## config.mk

```make
export PLATFORM = sky130hd
export DESIGN_NAME = sdbg_port
export DESIGN_NICKNAME = d
export VERILOG_FILES = /design/src/rtl/sdbg_pkg.sv /design/src/rtl/sdbg_phase.sv /design/src/rtl/sdbg_ctl.sv /design/src/rtl/sdbg_bank.sv /design/src/rtl/sdbg_port.sv
export SDC_FILE = /design/constraint.sdc
export NUM_CORES = 1
export LEC_CHECK = 0
export BUFFER_PORTS_ARGS = -buffer_cell sky130_fd_sc_hd__buf_2
export CAP_MARGIN = 20
export CORE_MARGIN = 3
export CORE_UTILIZATION = 45
export CTS_BUF_LIST = sky130_fd_sc_hd__clkbuf_16
export CTS_CLUSTER_SIZE = 20
export DETAILED_ROUTE_END_ITERATION = 8
export GPL_TIMING_DRIVEN = 1
export SETUP_SLACK_MARGIN = 0.2
export SKIP_CTS_REPAIR_TIMING = 1
export SYNTH_ARGS = -nofsm -noshare
export SYNTH_HDL_FRONTEND = slang
export SYNTH_SLANG_ARGS = --single-unit
```

## constraint.sdc

```tcl
create_clock -name clk -period 1.8 [get_ports clk]
set_input_delay 0.18 -clock clk [delete_from_list [all_inputs] [get_ports clk]]
set_output_delay 0.18 -clock clk [all_outputs]
set_load 0.01 [all_outputs]
```

## src/rtl/sdbg_pkg.sv

```systemverilog
package sdbg_pkg;
    localparam int SR_W  = 16;
    localparam int IDX_W = 3;
    localparam int DAT_W = 12;
    localparam int NREG  = 1 << IDX_W;
    localparam int WR_BIT = SR_W - 1;
    localparam int IDX_HI = SR_W - 2;

    typedef enum logic [1:0] {
        OP_NONE  = 2'd0,
        OP_SHIFT = 2'd1,
        OP_EXEC  = 2'd2,
        OP_CLR   = 2'd3
    } op_e;

    typedef struct packed {
        op_e  op;
        logic din;
    } req_t;

    typedef struct packed {
        logic [SR_W-1:0]  sreg;
        logic             dout;
        logic             wr;
        logic [IDX_W-1:0] widx;
        logic [DAT_W-1:0] wdat;
    } core_t;
endpackage

```

## src/rtl/sdbg_phase.sv

```systemverilog
module sdbg_phase (
    input  logic clk,
    input  logic rst_n,
    output logic ph_b
);
    logic ph_d, ph_q;

    always_comb begin
        ph_d = ~ph_q;
    end

    always_ff @(posedge clk or negedge rst_n) begin
        if (!rst_n) ph_q <= 1'b0;
        else        ph_q <= ph_d;
    end

    assign ph_b = ph_q;
endmodule

```

## src/rtl/sdbg_ctl.sv

```systemverilog
module sdbg_ctl
    import sdbg_pkg::*;
(
    input  logic clk,
    input  logic rst_n,
    input  logic ph_b,
    input  logic rst_in,
    input  logic hold,
    input  logic shift,
    input  logic exec,
    input  logic nsel,
    input  logic din,
    output req_t req
);
    req_t req_d, req_q;

    // Latch open in phase B; request lives through the next phase A only.
    always_comb begin
        req_d.op  = OP_NONE;
        req_d.din = 1'b0;
        if (ph_b) begin
            req_d.din = din;
            if (rst_in)
                req_d.op = OP_CLR;
            else if (hold && !nsel) begin
                if (exec)       req_d.op = OP_EXEC;
                else if (shift) req_d.op = OP_SHIFT;
            end
        end
    end

    always_ff @(posedge clk or negedge rst_n) begin
        if (!rst_n) req_q <= '{op: OP_NONE, din: 1'b0};
        else        req_q <= req_d;
    end

    assign req = req_q;
endmodule

```

## src/rtl/sdbg_bank.sv

```systemverilog
module sdbg_bank
    import sdbg_pkg::*;
(
    input  logic             clk,
    input  logic             rst_n,
    input  logic             clr,
    input  logic             we,
    input  logic [IDX_W-1:0] widx,
    input  logic [DAT_W-1:0] wdata,
    input  logic [IDX_W-1:0] ridx,
    output logic [DAT_W-1:0] rdata
);
    logic [DAT_W-1:0] bank_d [NREG];
    logic [DAT_W-1:0] bank_q [NREG];

    always_comb begin
        bank_d = bank_q;
        if (clr) begin
            for (int i = 0; i < NREG; i++) bank_d[i] = '0;
        end else if (we) begin
            bank_d[widx] = wdata;
        end
    end

    always_ff @(posedge clk or negedge rst_n) begin
        if (!rst_n) begin
            for (int i = 0; i < NREG; i++) bank_q[i] <= '0;
        end else begin
            bank_q <= bank_d;
        end
    end

    assign rdata = bank_q[ridx];
endmodule

```

## src/rtl/sdbg_port.sv

```systemverilog
module sdbg_port
    import sdbg_pkg::*;
(
    input  logic             clk,
    input  logic             rst_n,
    input  logic             dbg_rst_i,
    input  logic             dbg_hold_i,
    input  logic             dbg_shift_i,
    input  logic             dbg_exec_i,
    input  logic             dbg_nsel_i,
    input  logic             dbg_din_i,
    output logic             dbg_dout_o,
    output logic             phase_b_o,
    output logic             reg_wr_o,
    output logic [IDX_W-1:0] reg_idx_o,
    output logic [DAT_W-1:0] reg_wdata_o
);
    logic             ph_b;
    req_t             req;
    core_t            s_d, s_q;
    logic             bank_we, bank_clr;
    logic [IDX_W-1:0] cmd_idx;
    logic [DAT_W-1:0] rd_val;

    sdbg_phase u_phase (.clk(clk), .rst_n(rst_n), .ph_b(ph_b));

    sdbg_ctl u_ctl (
        .clk(clk), .rst_n(rst_n), .ph_b(ph_b),
        .rst_in(dbg_rst_i), .hold(dbg_hold_i), .shift(dbg_shift_i),
        .exec(dbg_exec_i), .nsel(dbg_nsel_i), .din(dbg_din_i),
        .req(req)
    );

    assign cmd_idx  = s_q.sreg[IDX_HI -: IDX_W];
    assign bank_clr = (req.op == OP_CLR);
    assign bank_we  = (req.op == OP_EXEC) && s_q.sreg[WR_BIT];

    sdbg_bank u_bank (
        .clk(clk), .rst_n(rst_n), .clr(bank_clr), .we(bank_we),
        .widx(cmd_idx), .wdata(s_q.sreg[DAT_W-1:0]),
        .ridx(cmd_idx), .rdata(rd_val)
    );

    always_comb begin
        s_d    = s_q;
        s_d.wr = 1'b0;
        // Output register reloads as phase A begins.
        if (ph_b) s_d.dout = s_q.sreg[0];
        unique case (req.op)
            OP_CLR:   s_d.sreg = '0;
            OP_SHIFT: s_d.sreg = {req.din, s_q.sreg[SR_W-1:1]};
            OP_EXEC: begin
                if (s_q.sreg[WR_BIT]) begin
                    s_d.wr   = 1'b1;
                    s_d.widx = cmd_idx;
                    s_d.wdat = s_q.sreg[DAT_W-1:0];
                end else begin
                    s_d.sreg[DAT_W-1:0] = rd_val;
                end
            end
            default: ;
        endcase
    end

    always_ff @(posedge clk or negedge rst_n) begin
        if (!rst_n) s_q <= '0;
        else        s_q <= s_d;
    end

    assign dbg_dout_o  = s_q.dout;
    assign phase_b_o   = ph_b;
    assign reg_wr_o    = s_q.wr;
    assign reg_idx_o   = s_q.widx;
    assign reg_wdata_o = s_q.wdat;
endmodule

```

==> results.sh <==
export IMPL_status="completed"
export IMPL_report_final_slew_viol_count=0
export IMPL_most_used_flip_flop_cell_after_synthesis="sky130_fd_sc_hd__dfrtp_1"
export IMPL_fillers=1218
export IMPL_worstHoldPathType="in2reg"
export IMPL_cts_buffer_depth=2
export IMPL_synth_area_mm2=0.00658
export IMPL_comb_power_share=0.058
export IMPL_slowest_stage_delay_on_critical_path_ns=0.45
export IMPL_final_cell_area_mm2=0.00769
export IMPL_initial_antenna_violation_count=0
export IMPL_ys_warnings_count=0
export IMPL_maxCapViolCount=0
export IMPL_total_negative_slack_ns=0
export IMPL_synth_ff_latch_count=133
export IMPL_vertical_extent_of_the_die_um=127
export IMPL_synth_yosys_seq_area_share=0.506
export IMPL_total_number_of_vias=5168
export IMPL_cts_root_buf="sky130_fd_sc_hd__clkbuf_16"
export IMPL_most_common_layout_cells="sky130_fd_sc_hd__dfrtp_1 (129), sky130_fd_sc_hd__a21oi_1 (85), sky130_fd_sc_hd__nand3_1 (84), sky130_fd_sc_hd__o21ai_0 (69), sky130_fd_sc_hd__mux2i_1 (35)"
export IMPL_synthesized_instance_count=642
export IMPL_critical_path_class="reg2reg"
export IMPL_postSynthAreaPerCell_um2=10.3
export IMPL_synth_enable_flop_cells=0
export IMPL_route_detailed_vias_per_inst=6.15
export IMPL_std_cell_rows=43
export IMPL_mappedNetlistNets=654
export IMPL_max_slew_margin_rel=0.630
export IMPL_power_per_cell_area_mw_per_mm2=871
export IMPL_sw_frac_of_total=0.232
export IMPL_detail_route_first_pass_iterations=5
export IMPL_timing_critical_path_buf_inv=2
export IMPL_floorplan_initialDensity=0.467
export IMPL_cp_slowest_cell="sky130_fd_sc_hd__dfrtp_2"
export IMPL_grt_pass1_vias=5065
export IMPL_area_growth_synth_to_final_pct=16.8
export IMPL_ys_async_sr_fraction=1.00
export IMPL_core_mm2=0.0141
export IMPL_critical_path_top_cell_by_count="sky130_fd_sc_hd__buf_4"
export IMPL_diodes=0
export IMPL_port_buffers=25
export IMPL_fp_dieW_um=127
export IMPL_drcViolationCount=0
export IMPL_post_layout_total_power_uw=6690
export IMPL_timing_critical_path_required_ns=2.09
export IMPL_post_route_cells_drive_above_1_share=0.223
export IMPL_detail_route_iter0_violations=469
export IMPL_switchingPower_uw=1550
export IMPL_max_vdd_ir_drop_uv=721
export IMPL_cts_made_buffers=17
export IMPL_clkTransAtPathRegs_ns=0.06
export IMPL_rsz_0062_raised_after_global_routing="true"
export IMPL_gp_routability_congestion=0.801
export IMPL_share_seq_of_total_power=0.459
export IMPL_grt_start_max_net_pins=53
export IMPL_design_die_area_mm2=0.0161
export IMPL_finalHoldViolations=0
export IMPL_dp_worst_setup_slack_ns=0.130
export IMPL_numPlacedInstances=794
export IMPL_critPathLaunchType="flop"
export IMPL_critical_path_top_delay_family="flip-flops"
export IMPL_placement_cell_area_mm2=0.00686
export IMPL_cp_end_kind="flop"
export IMPL_wl_per_cell_um=21.7
export IMPL_power_internal_uw=5140
export IMPL_finalCriticalPeriod_ns=1.65
export IMPL_cts_sinks=133
export IMPL_setup_reg_to_reg_worst_slack_ns=0.15
export IMPL_setup_ws_ns=0.155
export IMPL_grt_remaining_overflow=0
export IMPL_finClkSkew_ns=0.00657
export IMPL_global_route_usage_total=0.218
export IMPL_worstSkewPairLatency_ns=0.42
export IMPL_dp_hpwl_mm=10.6
export IMPL_synth_distinct_cells=33
export IMPL_layout_worst_path_cycle_share=0.914
export IMPL_final_cell_count_no_fill=840
export IMPL_worstPathArrival_ns=1.94
export IMPL_slew_of_the_pin_with_the_lowest_slew_margin_ns=0.555
export IMPL_count_of_boundary_i_o_pins=26
export IMPL_drt_wl_total_mm=18.2
export IMPL_maxClockFrequency_mhz=608
export IMPL_drt_antenna_violating_nets=0
export IMPL_final_common_cell="sky130_fd_sc_hd__dfrtp_1"
export IMPL_cts_htree_levels=4
export IMPL_finalSetupViolations=0
export IMPL_p_clk_frac=0.482
export IMPL_cts_tree="yes"
export IMPL_path_cells="buf_4 -> ha_4 -> a21oi_2 -> buf_4 -> mux2i_1 -> o21ai_1"
export IMPL_maximum_net_fanout_on_the_critical_path=7
export IMPL_finalNetCount=660
export IMPL_p_leak_uw=0.00334
export IMPL_global_route_wire_length_before_repair_mm=27.7
==> worst paths after layout <==
kind	start	endpoint	cells after the start
max in group asynchronous	rst_n	u_ctl.req[2]	3
setup / recovery	u_ctl.req[2]	s_q[22]	6
hold reg to reg	reg_wdata_o[8]	reg_wdata_o[8]	1
hold / removal	dbg_rst_i	u_ctl.req[2]	3
min in group asynchronous	rst_n	reg_wdata_o[2]	2
setup reg to reg	u_ctl.req[2]	s_q[22]	6
==> layout make-up <==
type / instances / area, um^2 / share of cell area
multi-input combinational: 412 / 2790 / 0.363
timing repair buffer: 78 / 768 / 0.100
inverter: 6 / 22.5 / 0.00293
clock inverter: 14 / 120 / 0.0156
sequential: 133 / 3330 / 0.434
clock buffer: 17 / 425 / 0.0553
tap: 180 / 225 / 0.0293
==> metrics by stage <==
| stage | hold WS (ns) | utilization |
|---|---|---|
| finish | 0.0178 | 0.545 |
| global route | 0.0412 | 0.545 |
| CTS | -0.353 | 0.525 |
| floorplan | -0.116 | - |
| detailed placement | 0.101 | 0.486 |
| global placement | 0.0926 | 0.486 |
==> state kept, by name, summed over array words and instances, names as in the netlist <==
register       flops
reg_wr_o           1
u_phase.ph_b       1
reg_idx_o          3
cmd_idx            3
reg_wdata_o       12
u_ctl.req          3
dbg_dout_o         1
s_q               13
u_bank.bank_q     96
==> Yosys cell counts, types with 2 or more instances <==
cell,number,area [um^2]
sky130_fd_sc_hd__a21oi_1,86,430
sky130_fd_sc_hd__a221o_1,12,120
sky130_fd_sc_hd__a22o_1,14,123
sky130_fd_sc_hd__and2_1,2,12.5
sky130_fd_sc_hd__and3_1,13,81.3
sky130_fd_sc_hd__buf_12,2,40.0
sky130_fd_sc_hd__buf_2,19,95.1
sky130_fd_sc_hd__buf_4,24,180
sky130_fd_sc_hd__buf_6,2,22.5
sky130_fd_sc_hd__clkbuf_1,41,154
sky130_fd_sc_hd__clkbuf_2,2,10.0
sky130_fd_sc_hd__dfrtp_1,133,3330
sky130_fd_sc_hd__ha_1,4,50.1
sky130_fd_sc_hd__inv_1,6,22.5
sky130_fd_sc_hd__mux2_2,15,169
sky130_fd_sc_hd__mux2i_1,36,360
sky130_fd_sc_hd__mux4_1,3,78.8
sky130_fd_sc_hd__mux4_2,9,203
sky130_fd_sc_hd__nand2_1,6,22.5
sky130_fd_sc_hd__nand2b_1,4,25.0
sky130_fd_sc_hd__nand3_1,85,425
sky130_fd_sc_hd__nor2_1,16,60.1
sky130_fd_sc_hd__nor2b_1,2,12.5
sky130_fd_sc_hd__o21ai_0,81,405
sky130_fd_sc_hd__o21ai_1,17,85.1
==> power by group through the flow <==
stage	Combinational (uW)	Clock [uW]	Sequential, uW
3_5_place_dp	379	0	3120
5_1_grt	424	3400	3080
4_1_cts	380	3270	3070
6_report	389	3230	3070
2_1_floorplan	238	0	3080
3_3_place_gp	376	0	3120
==> worst min-delay path: stages <==
cell	delay [ns]
sky130_fd_sc_hd__buf_2	0.09
sky130_fd_sc_hd__a31oi_1	0.04
sky130_fd_sc_hd__nor2_1	0.09
==> metal layers <==
layer	vias to the layer above	GRT usage	share of wire
li1	2316	-	-
met4	0	0.0574	0.013
met3	22	0.0526	0.062
met5	-	0	0
met1	2630	0.304	0.45
met2	200	0.344	0.47
==> cell families (layout without fill, tap and decap cells) <==
family | count (synthesis) | after routing | share of synthesized area
DFF | 133 | 133 | 0.506
AOI/OAI and AO/OA | 212 | 212 | 0.179
muxes | 63 | 63 | 0.123
and+or+nand+nor | 133 | 133 | 0.104
buffers and inverters | 97 | 115 | 0.0808
adders and majority gates | 4 | 4 | 0.00760
No activity file was read; power rests on OpenSTA's default activity.
